--- src/rtl/tpc_pkg.sv ---
package tpc_pkg;
  typedef enum logic [1:0] {
    DIR_UP   = 2'b00,
    DIR_DOWN = 2'b01,
    DIR_UPDN = 2'b10,
    DIR_RSVD = 2'b11
  } dir_e;
endpackage

--- src/rtl/tpc_prescale.sv ---
module tpc_prescale #(
  parameter int SEL_W = 3
) (
  input  logic             clk,
  input  logic             rst_n,
  input  logic             run_i,
  input  logic [SEL_W-1:0] sel_i,
  output logic             tick_o
);
  localparam int CNT_W = (1 << SEL_W) - 1;

  logic [CNT_W-1:0] pcnt_q, pcnt_d, mask;

  // low sel_i bits all ones mark the last cycle of each 2^sel window
  always_comb begin
    mask   = ~({CNT_W{1'b1}} << sel_i);
    tick_o = run_i && ((pcnt_q & mask) == mask);
    pcnt_d = run_i ? pcnt_q + CNT_W'(1) : '0;
  end

  always_ff @(posedge clk or negedge rst_n) begin
    if (!rst_n) pcnt_q <= '0;
    else        pcnt_q <= pcnt_d;
  end
endmodule

--- src/rtl/tpc_dbuf.sv ---
module tpc_dbuf #(
  parameter int W = 16
) (
  input  logic         clk,
  input  logic         rst_n,
  input  logic         wr_i,
  input  logic [W-1:0] data_i,
  input  logic         direct_i,
  input  logic         swap_i,
  output logic [W-1:0] act_o
);
  logic [W-1:0] buf_q, buf_d, act_q, act_d;

  always_comb begin
    buf_d = wr_i ? data_i : buf_q;
    if (wr_i && direct_i) act_d = data_i;
    else if (swap_i)      act_d = buf_q;
    else                  act_d = act_q;
  end

  always_ff @(posedge clk or negedge rst_n) begin
    if (!rst_n) begin
      buf_q <= '0;
      act_q <= '0;
    end else begin
      buf_q <= buf_d;
      act_q <= act_d;
    end
  end

  assign act_o = act_q;
endmodule

--- src/rtl/tpc_step.sv ---
module tpc_step
  import tpc_pkg::*;
#(
  parameter int W = 16
) (
  input  dir_e         dir_i,
  input  logic [W-1:0] cnt_i,
  input  logic [W-1:0] per_i,
  input  logic         up_i,
  output logic [W-1:0] nxt_o,
  output logic         nxt_up_o,
  output logic         ovf_o,
  output logic         unf_o,
  output logic         tc_o
);
  always_comb begin
    nxt_o    = cnt_i + W'(1);
    nxt_up_o = up_i;
    ovf_o    = 1'b0;
    unf_o    = 1'b0;
    case (dir_i)
      DIR_DOWN: begin
        if (cnt_i == '0) begin
          nxt_o = per_i;
          unf_o = 1'b1;
        end else begin
          nxt_o = cnt_i - W'(1);
        end
      end
      DIR_UPDN: begin
        if (up_i) begin
          if (cnt_i == per_i) begin
            ovf_o    = 1'b1;
            nxt_up_o = 1'b0;
            nxt_o    = (per_i == '0) ? '0 : cnt_i - W'(1);
          end
        end else if (cnt_i == '0) begin
          unf_o    = 1'b1;
          nxt_up_o = 1'b1;
          nxt_o    = (per_i == '0) ? '0 : W'(1);
        end else begin
          nxt_o = cnt_i - W'(1);
        end
      end
      default: begin
        if (cnt_i == per_i) begin
          nxt_o = '0;
          ovf_o = 1'b1;
        end
      end
    endcase
    tc_o = unf_o | (ovf_o & (dir_i != DIR_UPDN));
  end
endmodule

--- src/rtl/tpc_core.sv ---
module tpc_core
  import tpc_pkg::*;
#(
  parameter int CW    = 16,
  parameter int DIV_W = 3
) (
  input  logic             clk,
  input  logic             rst_n,
  input  logic [1:0]       cfg_dir_i,
  input  logic [DIV_W-1:0] cfg_div_i,
  input  logic             cfg_cap_mode_i,
  input  logic             cfg_ext_cnt_i,
  input  logic             cfg_per_swap_i,
  input  logic             cfg_cmp_swap_i,
  input  logic             per_wr_i,
  input  logic [CW-1:0]    per_data_i,
  input  logic             cmp_wr_i,
  input  logic [CW-1:0]    cmp_data_i,
  input  logic             ev_start_i,
  input  logic             ev_stop_i,
  input  logic             ev_reload_i,
  input  logic             ev_count_i,
  input  logic             ev_capture_i,
  output logic [CW-1:0]    count_o,
  output logic [CW-1:0]    capture_o,
  output logic             line_o,
  output logic             line_n_o,
  output logic             ovf_o,
  output logic             unf_o,
  output logic             cc_o,
  output logic             irq_o
);
  localparam int NBUF = 2;  // 0: period, 1: compare

  // reset: asserted asynchronously, released on a clock edge
  logic rst_m_q, rst_s_n;
  always_ff @(posedge clk or negedge rst_n) begin
    if (!rst_n) begin
      rst_m_q <= 1'b0;
      rst_s_n <= 1'b0;
    end else begin
      rst_m_q <= 1'b1;
      rst_s_n <= rst_m_q;
    end
  end

  dir_e dir;
  assign dir = dir_e'(cfg_dir_i);

  logic          run_q, run_d;
  logic [CW-1:0] cnt_q, cnt_d, cap_q, cap_d;
  logic          up_q, up_d, line_q, line_d;
  logic          ovf_q, ovf_d, unf_q, unf_d, cc_q, cc_d, irq_q, irq_d;

  logic          pre_tick, tick, adv, match, tc_ev, cap_fire;
  logic [CW-1:0] nxt, per_act, cmp_act;
  logic          nxt_up, st_ovf, st_unf, st_tc;

  tpc_prescale #(.SEL_W(DIV_W)) u_pre (
    .clk   (clk),
    .rst_n (rst_s_n),
    .run_i (run_q),
    .sel_i (cfg_div_i),
    .tick_o(pre_tick)
  );

  logic [NBUF-1:0]         b_wr, b_swap;
  logic [NBUF-1:0][CW-1:0] b_data, b_act;

  assign b_wr   = {cmp_wr_i, per_wr_i};
  assign b_swap = {tc_ev & cfg_cmp_swap_i, tc_ev & cfg_per_swap_i};
  assign b_data = {cmp_data_i, per_data_i};

  for (genvar gi = 0; gi < NBUF; gi++) begin : g_buf
    tpc_dbuf #(.W(CW)) u_buf (
      .clk     (clk),
      .rst_n   (rst_s_n),
      .wr_i    (b_wr[gi]),
      .data_i  (b_data[gi]),
      .direct_i(~run_q),
      .swap_i  (b_swap[gi]),
      .act_o   (b_act[gi])
    );
  end

  assign per_act = b_act[0];
  assign cmp_act = b_act[1];

  tpc_step #(.W(CW)) u_step (
    .dir_i   (dir),
    .cnt_i   (cnt_q),
    .per_i   (per_act),
    .up_i    (up_q),
    .nxt_o   (nxt),
    .nxt_up_o(nxt_up),
    .ovf_o   (st_ovf),
    .unf_o   (st_unf),
    .tc_o    (st_tc)
  );

  // next state
  always_comb begin
    tick     = cfg_ext_cnt_i ? (run_q & ev_count_i) : pre_tick;
    adv      = tick & ~ev_reload_i;
    match    = adv && (nxt == cmp_act);
    tc_ev    = adv & st_tc;
    cap_fire = cfg_cap_mode_i & ev_capture_i;

    run_d = ev_stop_i ? 1'b0 : (ev_start_i ? 1'b1 : run_q);

    if (ev_reload_i) begin
      cnt_d = (dir == DIR_DOWN) ? per_act : '0;
      up_d  = 1'b1;
    end else if (adv) begin
      cnt_d = nxt;
      up_d  = nxt_up;
    end else begin
      cnt_d = cnt_q;
      up_d  = up_q;
    end

    line_d = line_q;
    if (adv) begin
      if (dir == DIR_UPDN) begin
        if (match) line_d = ~line_q;
      end else if (match) begin
        line_d = 1'b0;
      end else if (tc_ev) begin
        line_d = 1'b1;
      end
    end

    cap_d = cap_fire ? cnt_q : cap_q;
    cc_d  = (~cfg_cap_mode_i & match) | cap_fire;
    ovf_d = adv & st_ovf;
    unf_d = adv & st_unf;
    irq_d = tc_ev | cc_d;
  end

  always_ff @(posedge clk or negedge rst_s_n) begin
    if (!rst_s_n) begin
      run_q  <= 1'b0;
      cnt_q  <= '0;
      up_q   <= 1'b1;
      line_q <= 1'b0;
      cap_q  <= '0;
      ovf_q  <= 1'b0;
      unf_q  <= 1'b0;
      cc_q   <= 1'b0;
      irq_q  <= 1'b0;
    end else begin
      run_q  <= run_d;
      cnt_q  <= cnt_d;
      up_q   <= up_d;
      line_q <= line_d;
      cap_q  <= cap_d;
      ovf_q  <= ovf_d;
      unf_q  <= unf_d;
      cc_q   <= cc_d;
      irq_q  <= irq_d;
    end
  end

  assign count_o   = cnt_q;
  assign capture_o = cap_q;
  assign line_o    = line_q;
  assign line_n_o  = ~line_q;
  assign ovf_o     = ovf_q;
  assign unf_o     = unf_q;
  assign cc_o      = cc_q;
  assign irq_o     = irq_q;
endmodule

--- config.mk ---
export PLATFORM = sky130hd
export DESIGN_NAME = tpc_core
export DESIGN_NICKNAME = d
export VERILOG_FILES = /design/src/rtl/tpc_pkg.sv /design/src/rtl/tpc_prescale.sv /design/src/rtl/tpc_dbuf.sv /design/src/rtl/tpc_step.sv /design/src/rtl/tpc_core.sv
export SDC_FILE = /design/constraint.sdc
export NUM_CORES = 1
export LEC_CHECK = 0
export CAP_MARGIN = 5
export CORE_UTILIZATION = 30
export CTS_BUF_LIST = sky130_fd_sc_hd__clkbuf_4 sky130_fd_sc_hd__clkbuf_8
export DETAILED_ROUTE_END_ITERATION = 12
export GPL_TIMING_DRIVEN = 0
export PLACE_DENSITY_LB_ADDON = 0.3
export SYNTH_ARGS = -nofsm -noshare
export SYNTH_HDL_FRONTEND = slang
export SYNTH_HIERARCHICAL = 1
export SYNTH_SLANG_ARGS = --single-unit
--- constraint.sdc ---
create_clock -name clk -period 10.6 [get_ports clk]
set_input_delay 1.06 -clock clk [delete_from_list [all_inputs] [get_ports clk]]
set_output_delay 1.06 -clock clk [all_outputs]
set_load 0.005 [all_outputs]
-- After elaboration in Yosys (flattened, before gate mapping)
Cells that the tools add are included.
- reduce and logical (&&, ||, !) cells: 14
- multiplexer cells: 34
- bitwise logic cells: 19
- shift operators: 1
- eq/ne operators: 7
- add/sub/neg operators: 3
- operators with widths (cell ; count):
    2-to-1 mux 16 bit ; 13
    equality test 16 bit ; 2
    zero test 16 bit ; 2
    case mux 16 bit (2 select lines) ; 1
    2-to-1 mux 1 bit ; 17
    adder 16 x 1 -> 16 bit, second input constant ; 1
    subtractor 16 x 1 -> 16 bit, second input constant ; 1
    nonzero test 2 bit ; 6
    AND 1 bit ; 10
    adder 7 x 1 -> 7 bit, second input constant ; 1
    AND 7 bit ; 1
    equality test 7 bit ; 1
    2-to-1 mux 7 bit ; 1
    inverter 7 bit ; 1
    left shift 7 x 3 -> 7 bit, first input constant ; 1
    logical AND 1 bit ; 4
    != test 2 bit, second input constant ; 2
    inverter 1 bit ; 4
    case mux 1 bit (2 select lines) ; 2
    bitwise OR 1 bit ; 3
    AND reduction 3 bit ; 1
    equality test 2 x 1 -> 1 bit, second input constant ; 1
    equality test 2 bit, second input constant ; 1
    AND reduction 2 bit ; 1
- word-level logic and storage cells: 94
- flip-flop bits (word level): 112
- bits of input ports: 50

-- Depth between registers and ports, before layout
Gate-level depths: netlist of run 1.
- word-level depth: 11
- depth in mapped cells: 14
- gate-level depth less buffers: 13

-- Cells and area by module
Netlist of run 1, hierarchy kept.
- by module, submodules not included (module ; cells each ; times used ; area an instance (µm²)):
    tpc_dbuf ; 106 ; 2 ; 1448.9
    tpc_core ; 143 ; 1 ; 1810.5
    tpc_step ; 211 ; 1 ; 1416.4
    tpc_prescale ; 36 ; 1 ; 357.8

-- Least setup slack after synthesis of run 1
No wires, ideal clock.
- kind: input to register
- start point: input cfg_dir_i[0]
- end point: register line_q, in the netlist line_o
- arrival time: 3308 ps
- path slack: 7166 ps
- stages: 12
- path buffers: 1
- setup time: 127 ps
- path through: inv_1 -> ha_1 -> inv_1 -> or3_1 -> clkbuf_1 -> or3_1 -> and2_1 -> o32ai_1 -> xor2_1 -> nor4_1 -> nand4_1 -> mux2i_1
- elaborated cells on any way between the ends: 16
- classes of those cells: 5 x eq/ne; 5 x mux; 3 x bitwise; 3 x reduce/logical
- RTL lines (what ; RTL line ; RTL):
    from (decl) ; tpc_core.sv:9 ; input logic [1:0] cfg_dir_i,
    equality test 2 bit or equality test 2 x 1 -> 1 bit (tied branches) ; tpc_step.sv:21 ; case (dir_i)
    case mux 16 bit (2 select lines) * ; tpc_step.sv:21 ;
    net nxt[11] ; tpc_core.sv:56 ; logic [CW-1:0] nxt, per_act, cmp_act;
    equality test 16 bit * ; tpc_core.sv:105 ; match = adv && (nxt == cmp_act);
    logical AND 1 bit * ; tpc_core.sv:105 ;
    != test 2 bit (no source line), or another cell as far along ; -- ;
    AND reduction 3 bit (no source line) or 2-to-1 mux 1 bit (tied branches) ; -- ;
    to (signal assigned) ; tpc_core.sv:155 ; line_q <= line_d;
    to (decl) ; tpc_core.sv:52 ; logic up_q, up_d, line_q, line_d;
Mark *: on every way through the listed nets, which the timed path passes. The rest lies on a longest branch.
A chain may end at the register's enable or synchronous reset.

-- Worst setup path in the final report of run 1
- start point: input cfg_dir_i[0]
- end point: register irq_q, in the netlist irq_o
- cells in the longest elaborated chain, start to end: 7
- elaborated cells on any way between the ends: 14
- classes of those cells: 4 x eq/ne; 3 x mux; 6 x bitwise; 1 x reduce/logical
- RTL lines (what ; RTL line ; RTL):
    equality test 2 bit or equality test 2 x 1 -> 1 bit (tied branches) ; tpc_step.sv:21 ;
    case mux 16 bit (2 select lines) * ; tpc_step.sv:21 ;
    net nxt[11] ; tpc_core.sv:56 ;
    equality test 16 bit * ; tpc_core.sv:105 ;
    logical AND 1 bit * ; tpc_core.sv:105 ;
    AND 1 bit * ; tpc_core.sv:134 ; cc_d = (~cfg_cap_mode_i & match) | cap_fire;
    bitwise OR 1 bit * ; tpc_core.sv:134 ;
    bitwise OR 1 bit * ; tpc_core.sv:137 ; irq_d = tc_ev | cc_d;
    net irq_d ; tpc_core.sv:53 ; logic ovf_q, ovf_d, unf_q, unf_d, cc_q, cc_d, irq_q, irq_d;
    to (signal assigned) ; tpc_core.sv:160 ; irq_q <= irq_d;
    to (decl) ; tpc_core.sv:53 ;
Marks and branches as above.

==> impl_results.rst, run 1 <==
.. list-table::
   :header-rows: 1

   * - Metric
     - Value
   * - Initial antenna violation count
     - 0
   * - Clock Sinks
     - about 110
   * - Placement row count
     - between 50 and 60
   * - Clock root buffer
     - clkbuf_8
   * - Unrepaired setup endpoints after global routing
     - false
   * - Iteration-0 DRC Markers
     - between 500 and 600
   * - Via count normalized by instance count
     - approximately 5.2
   * - Largest delay share family, worst path
     - simple AND/OR/NAND/NOR gates
   * - Most common cell on crit path
     - inv_1
   * - Remaining antenna violation count after routing
     - 0
   * - NumNets Final
     - between 700 and 800
   * - CTS Buffer Depth
     - 2
   * - Part of the cycle the worst path needs
     - 0.406
   * - Number of hold violations in the final report
     - 0
   * - Post-placement setup slack
     - 5.91 ns
   * - HPWL after detailed placement
     - between 10000 and 15000 µm
   * - Total via count after detailed routing
     - 5092
   * - First-pass GRT wire length
     - approximately 28000 µm
   * - Routability Congestion
     - ~0.93
   * - Net switching power
     - ~0.33 mW
   * - Initial core utilization
     - 0.307
   * - Fraction of power spent switching nets
     - 0.301
   * - Hold-fix buffers at CTS
     - 0
   * - Part of the total power dissipated in the clock network
     - 0.286
   * - Slowest cell on the critical path
     - clkdlybuf4s50_1
   * - Capture point of the worst reg-to-reg path
     - irq_o
   * - Setup TNS
     - 0 ns
   * - Post-synth cell types
     - about 70
   * - Cell count after synthesis
     - 602
   * - Final routed DRC violation total
     - 0
   * - Most frequently used cell type in the post-synthesis netlist
     - dfrtp_1
   * - Die area
     - around 22000 µm²
   * - Vertical die dimension
     - ~150 µm
   * - Post-route worst setup slack
     - about 6.3 ns
   * - Area leader, netlist
     - dfrtp_1
   * - Post-synth net total
     - 658
   * - Endpoint kind of the worst setup timing path
     - flop
   * - Data required time of the critical path
     - 10.91 ns
   * - Synthesis-to-finish area growth
     - 22.8%
   * - CTS H-tree depth
     - 3
   * - Final Setup Violations
     - 0
   * - Hold path start
     - rst_m_q
   * - Cells on worst reg2reg path
     - 13
   * - Portion of the post-synthesis area used by sequential elements
     - 0.433
   * - Classification of the worst-slack hold path
     - flop to flop
   * - Cell types with the highest counts after synthesis
     - 111 x dfrtp_1, 42 x nand3_1, 36 x xor2_1
   * - Proportion of register bits with asynchronous set or reset after synthesis
     - 1.00
   * - Clock period minus final worst setup slack
     - 4.31 ns
   * - Logic pwr share
     - 0.244
   * - Pwr Density
     - between 100 and 150 nW/µm²
   * - Sequence of cells on the critical path
     - clkdlybuf4s50_1 > inv_1 > ha_1 > inv_1 > o21ai_0 > nor2_1 > inv_1 > and2_1 > o32ai_1 > xor2_1 > nor4_1 > nand4_1 > o211ai_1
   * - Run status
     - complete, no violations
   * - Worst Hold Endpoint
     - rst_s_n
   * - Post-Synthesis Cell Area
     - 6480 µm²
   * - Stage delay of the slowest cell on the critical path
     - ~0.54 ns
   * - Fraction of synthesized cell area taken by the top area cell type
     - 0.428
   * - FF-to-FF Start
     - count_o[1]
   * - Static power due to leakage
     - between 3 and 4 nW
   * - Data arrival time of the worst path
     - ~4.6 ns
   * - Largest fanout on the critical path
     - 7
   * - Register-to-register setup slack
     - 6.92 ns
   * - Ant diodes
     - 0
   * - DIE WIDTH
     - ~150 µm
   * - Critical Path Start Type
     - primary input
   * - Total GRT Usage
     - 0.166
   * - Critical path launch point
     - cfg_dir_i[0]
   * - Register bit count reported by yosys
     - around 110
   * - Reg clk slew, reported paths
     - roughly 0.10 ns
   * - Number of flops mapped to enable cells by yosys
     - 0
   * - Total global routing overflow
     - 0
   * - Post-CTS setup buffers
     - 0
   * - Overall routed net length
     - between 15000 and 20000 µm
   * - Layout cell share with drive strength beyond 1
     - 0.168
   * - Quantity of I/O buffers inserted on ports
     - 85
   * - Reg power frac
     - 0.470
   * - Number of global-route vias before repair
     - 4926
   * - Maximum capacitance violations
     - 0
   * - Cell depth of the worst min-delay path
     - 0
   * - Number of buffers and inverters on the critical path
     - 4
   * - Warnings from Yosys
     - 6
   * - Headroom to the max-slew limit
     - 0.191
   * - Core area
     - between 20000 and 25000 µm²
   * - Critical path start-end classification
     - primary input to flop
   * - Cell types with the largest area share after synthesis
     - dfrtp_1 43%, mux2_4 6.5%, mux2i_1 5.1%
   * - Largest clock skew in the final design
     - 0.0120 ns
   * - Count of fill cells added during filler insertion
     - 2098
   * - Main synth FF type
     - dfrtp_1
   * - Detailed-routing iteration count for the pre-antenna-repair pass
     - 7
   * - Int Pwr
     - between 0.7 and 0.8 mW
   * - Avg Synthesized Cell Area
     - approximately 11 µm²
   * - Cells resized by post-CTS repair
     - 0
   * - Transition time at the pin with the least slew margin
     - ~1.2 ns
   * - Number of buffers added by the clock tree synthesis step
     - 9
   * - Maximum number of pins on one net before global-route repair
     - between 60 and 70
   * - Post-DR wirelength/cell
     - approximately 18 µm
   * - Peak supply drop
     - 0.0567 mV
   * - Highest achievable clock rate
     - approximately 230 MHz
   * - I/O pin total
     - a little under 90
   * - CTS tree
     - yes
   * - Skew-Pair Late Insertion Delay
     - approximately 0.4 ns
   * - Pins over their slew limit
     - 0
==> layout make-up <==
| type | instances | area [µm²] | share of cell area |
|---|---|---|---|
| multi-input cells | 415 | 3240 | 0.407 |
| flip-flops and latches | 112 | 2810 | 0.353 |
| repair buffers | 86 | 878 | 0.110 |
| well taps | 275 | 344 | 0.0432 |
| plain buffers | 44 | 324 | 0.0407 |
| clock buffers | 10 | 138 | 0.0173 |
| inverters | 31 | 116 | 0.0146 |
| clock inverters | 6 | 115 | 0.0145 |
==> placed cells by master (no fill, tap or decap), drive strengths merged, types with 4 or more instances in the layout <==
master / count
mux2i: 33
xor2: 36
a222oi: 16
nor4: 18
and3: 6
nand2: 19
clkbuf: 17
clkdlybuf4s50: 85
ha: 6
and2: 11
a21oi: 5
nor3b: 4
mux2: 48
nor2: 20
or3: 8
inv: 32
dfrtp: 111
a221o: 7
nor3: 8
xnor2: 16
buf: 38
nor2b: 5
o21ai: 47
or4: 4
nand3: 44
nand4: 9
and4: 4
==> worst reg2reg max path: cells and delay by family (launching register included) <==
kind	cells	cell delay (ns)
and+or+nand+nor	6	1.58
xor gates and xnor gates	1	0.13
AOI/OAI and AO/OA	2	0.73
DFF	1	0.43
buffers and inverters	3	0.53
adders and majority gates	1	0.21
==> worst max path at each step <==
stage	end	slack [ns]	cells after the start
final	irq_o	6.29	13
after CTS	cc_o	6.33	13
after global placement	capture_o[0]	5.77	0
after floorplan	line_o	7.17	12
after detailed placement	cc_o	5.91	13
after global routing	irq_o	6.03	13
==> power groups by stage <==
stage          logic (mW)  clock network (mW)  registers (mW)
3_3_place_gp        0.261                   0           0.533
4_1_cts             0.270               0.330           0.521
2_1_floorplan       0.173                   0           0.512
3_5_place_dp        0.269                   0           0.529
6_report            0.270               0.317           0.520
5_1_grt             0.296               0.347           0.527
==> sequential cells by signal, summed over array words and instances, names as in the netlist <==
name / cells
up_q: 1
rst_s_n: 1
unf_o: 1
g_buf.u_buf/buf_q: 32
capture_o: 16
count_o: 16
cc_o: 1
irq_o: 1
g_buf.u_buf/act_o: 32
ovf_o: 1
rst_m_q: 1
u_pre/pcnt_q: 7
run_q: 1
line_o: 1
==> stage by stage <==
step / instance area, µm² / hold WS [ns] / util / cells / total power [mW]
3_3_place_gp: 7680 / 0.334 / 0.364 / 962 / 0.793
4_1_cts: 7960 / 0.367 / 0.378 / 979 / 1.12
5_1_grt: 7960 / 0.378 / 0.378 / 979 / 1.17
2_1_floorplan: 6480 / 0.331 / - / 602 / 0.686
6_report: 7960 / 0.364 / 0.378 / 979 / 1.11
3_5_place_dp: 7710 / 0.343 / 0.366 / 963 / 0.798
==> logic make-up after synthesis <==
| kind of cell | synth area share |
|---|---|
| and+or+nand+nor | 0.147 |
| DFF | 0.433 |
| AOI/OAI and AO/OA | 0.119 |
| muxes | 0.151 |
| buffers and inverters | 0.0679 |
| xor gates and xnor gates | 0.0703 |
| adders and majority gates | 0.0116 |
| other | 0.000578 |
==> layer usage <==
metal / vias up / track usage / part of all wire
met2: 182 / 0.249 / 0.45
met4: 0 / 0.0658 / 0.025
met5: - / 0 / 0
met1: 2496 / 0.236 / 0.46
met3: 22 / 0.0294 / 0.062
li1: 2392 / - / -
Power figures use the tool's default switching activity.
==> run 2: changes to the inputs <==
==> constraint.sdc (replaced) <==
create_clock -name clk -period 4.1 [get_ports clk]
set_input_delay 0.41 -clock clk [delete_from_list [all_inputs] [get_ports clk]]
set_output_delay 0.41 -clock clk [all_outputs]
set_load 0.005 [all_outputs]
==> results of run 2 <==
Same layout as run 1 (identical final DEF). Status: complete, no violations.
Main changes from that run: setup slack after placement 5.91 ns -> 0.0599 ns; setup slack after layout 6.29 ns -> 0.419 ns; hold slack 0.364 ns -> 0.167 ns; start point of the critical path cfg_dir_i[0] -> count_o[1]; register-to-register setup slack 6.92 ns -> 0.42 ns; total power 1.11 mW -> 2.86 mW; worst IR drop on VDD 0.0567 mV -> 0.147 mV
==> run 3: changes to the inputs <==
--- a/config.mk
+++ b/config.mk
@@ -6,11 +6,14 @@
 export NUM_CORES = 1
 export LEC_CHECK = 0
 export CAP_MARGIN = 5
+export CORE_ASPECT_RATIO = 0.5
 export CORE_UTILIZATION = 30
 export CTS_BUF_LIST = sky130_fd_sc_hd__clkbuf_4 sky130_fd_sc_hd__clkbuf_8
 export DETAILED_ROUTE_END_ITERATION = 12
+export GPL_ROUTABILITY_DRIVEN = 0
 export GPL_TIMING_DRIVEN = 0
 export PLACE_DENSITY_LB_ADDON = 0.3
+export SKIP_CTS_REPAIR_TIMING = 1
 export SYNTH_ARGS = -nofsm -noshare
 export SYNTH_HDL_FRONTEND = slang
 export SYNTH_HIERARCHICAL = 1
==> run 3 against run 2 <==
  * First-iteration DRC count increased by 3.1%
  * Largest cell class unchanged
  * Combinational power increased by 1%
  * Die area increased by 0.17%
  * Critical path depth increased by 1
  * Total power decreased by 2.9%
  * Sequential power about the same
==> impl_results.rst, run 3 (same netlist as run 1, synthesis figures left out) <==
.. list-table::
   :header-rows: 1

   * - Metric
     - Value
   * - Slowest cell on the critical path
     - o21ai_0
   * - I/O pin total
     - 88 (unchanged)
   * - Met1 Wirelength
     - 8820 µm (+8.1%)
   * - Max layer used
     - met4
   * - CTS H-tree depth
     - 3 (unchanged)
   * - Most common cell after layout, fill and taps aside
     - dfrtp_1
   * - Count of fill cells added during filler insertion
     - 2076 (-1.0%)
   * - Initial antenna violation count
     - 0 (unchanged)
   * - Data required time of the critical path
     - ~4.4 ns
   * - Capture point of the worst reg-to-reg path
     - irq_o
   * - Number of global-route vias before repair
     - 5066 (+2.8%)
   * - Iteration-0 DRC Markers
     - 536 (+3.1%)
   * - Number of buffers added by the clock tree synthesis step
     - 9 (unchanged)
   * - Classification of the worst-slack hold path
     - primary input to async pin
   * - Clock period minus final worst setup slack
     - 3.75 ns
   * - Quantity of I/O buffers inserted on ports
     - 85 (unchanged)
   * - Sequence of cells on the critical path
     - clkbuf_1 > inv_1 > ha_1 > nor3b_1 > and4_1 > nor2_1 > inv_1 > and2_1 > o21ai_0 > xnor2_1 > nand4_1 > nor2_1 > nand4_1 > o211ai_1
   * - Endpoint kind of the worst setup timing path
     - flop
   * - Remaining antenna violation count after routing
     - 0 (unchanged)
   * - Worst hold slack after final layout
     - roughly 0.15 ns
   * - Synthesis-to-finish area growth
     - 22.7% (about the same)
   * - Headroom to the max-slew limit
     - 0.249 (+0.0580)
   * - NumNets Final
     - 755 (unchanged)
   * - Most used cells in the layout excluding fill and tap cells
     - 110 x dfrtp_1, 85 x clkdlybuf4s50_1, 42 x nand3_1
   * - Unrepaired setup endpoints after global routing
     - false
   * - Overall routed net length
     - 18500 µm (+4.3%)
   * - Part of the cycle the worst path needs
     - 0.915
   * - Largest clock skew in the final design
     - 0.0198 ns (+0.00778 ns)
   * - Register-to-register setup slack
     - ~0.35 ns
   * - HPWL after detailed placement
     - 13600 µm (+5.2%)
   * - Number of buffers and inverters on the critical path
     - 3
   * - Cells on worst reg2reg path
     - 14 (+1)
   * - Total global routing overflow
     - 0 (unchanged)
   * - Vertical die dimension
     - 106 µm (-29%)
   * - Core area
     - 20900 µm² (-0.99%)
   * - Stage delay of the slowest cell on the critical path
     - about 0.50 ns
   * - Total met2 wirelength after detailed routing
     - 8340 µm (+3.3%)
   * - Final Setup Violations
     - 0 (unchanged)
   * - Reg clk slew, reported paths
     - 0.14 ns (+0.04 ns)
   * - Placement row count
     - 37 (-30%)
   * - Ant diodes
     - 0 (unchanged)
   * - Total via count after detailed routing
     - 5160 (+1.3%)
   * - First-pass GRT wire length
     - 29300 µm (+4.0%)
   * - Maximum capacitance violations
     - 0 (unchanged)
   * - Total GRT Usage
     - 0.170 (+0.00430)
   * - Clock root buffer
     - clkbuf_8
   * - Number of hold violations in the final report
     - 0 (unchanged)
   * - Die area
     - 22200 µm² (+0.17%)
   * - Clock Sinks
     - 112 (unchanged)
   * - Largest delay share family, worst path
     - simple AND/OR/NAND/NOR gates
   * - Detail Route met3 WL
     - 1180 µm (+6.4%)
   * - Critical path start-end classification
     - flop to flop
   * - FF-to-FF Start
     - count_o[1]
   * - Static power due to leakage
     - 3.46 nW (-0.47%)
   * - DIE WIDTH
     - 210 µm (+41%)
   * - Final routed DRC violation total
     - 0 (unchanged)
   * - Data arrival time of the worst path
     - between 4 and 5 ns
   * - Detailed-routing iteration count for the pre-antenna-repair pass
     - 6 (-1)
   * - Initial core utilization
     - 0.310 (+0.00308)
   * - Critical Path Start Type
     - flop
   * - Skew-Pair Late Insertion Delay
     - 0.41 ns (about the same)
   * - Setup TNS
     - 0 ns (unchanged)
   * - Pwr Density
     - 349 nW/µm²
   * - Largest fanout on the critical path
     - 7 (unchanged)
   * - Run status
     - complete, no violations
   * - Peak supply drop
     - 0.149 mV
   * - Transition time at the pin with the least slew margin
     - 1.12 ns (-0.0867 ns)
   * - Critical path launch point
     - count_o[1]
   * - CTS tree
     - yes
   * - Fraction of the core area covered by cells at the end of the flow
     - 0.381 (+0.00348)
   * - Via count normalized by instance count
     - 5.18 (-0.39%)
   * - Layout cell share with drive strength beyond 1
     - 0.169 (+0.00142)
   * - CTS Buffer Depth
     - 2 (unchanged)
   * - Post-DR wirelength/cell
     - 18.6 µm (+2.6%)
   * - Highest achievable clock rate
     - between 200 and 300 MHz
   * - Maximum number of pins on one net before global-route repair
     - 69 (+11%)
   * - Pins over their slew limit
     - 0 (unchanged)
-- run 3: routing by layer --
layer | vias to the layer above | track usage
li1 | 2400 | -
met1 | 2574 | 0.244
met2 | 171 | 0.260
met3 | 15 | 0.0360
met4 | 0 | 0.0433
met5 | - | 0
-- run 3: final cells by class --
type                       count  area, µm²  share of cell area
buffer                        44        324              0.0407
sequential                   112       2810               0.353
clock buffer                   9        124              0.0156
multi-input combinational    415       3240               0.408
inverter                      31        116              0.0146
clock inverter                 7       96.3              0.0121
tap                          292        365              0.0459
timing repair buffer          86        878               0.110
-- run 3: where the power goes --
group | total [mW] | leakage [nW] | switching (mW) | internal, mW
logic | 0.707 | 1.94 | 0.345 | 0.362
clock network | 0.724 | 0.109 | 0.469 | 0.256
registers | 1.35 | 1.41 | 0.134 | 1.21
total | 2.78 | 3.46 | 0.948 | 1.83
-- run 3: metrics by stage --
step,power [mW],worst slack [ns],instances,instance area [µm²]
after global placement,2.05,-0.671,979,7700
after global routing,2.92,0.0152,996,7960
after detailed placement,2.06,0.0517,980,7730
after CTS,2.80,0.336,996,7950
after floorplan,1.77,0.751,602,6480
final,2.78,0.347,996,7960
-- run 3: worst max-delay path by stage --
| stage | end | slack [ns] | depth (start not counted) |
|---|---|---|---|
| after detailed placement | irq_o | 0.05 | 14 |
| after global placement | capture_o[0] | -0.67 | 0 |
| final | irq_o | 0.35 | 14 |
| after CTS | irq_o | 0.34 | 13 |
| after floorplan | capture_o[0] | 0.75 | 0 |
| after global routing | cc_o | 0.02 | 14 |
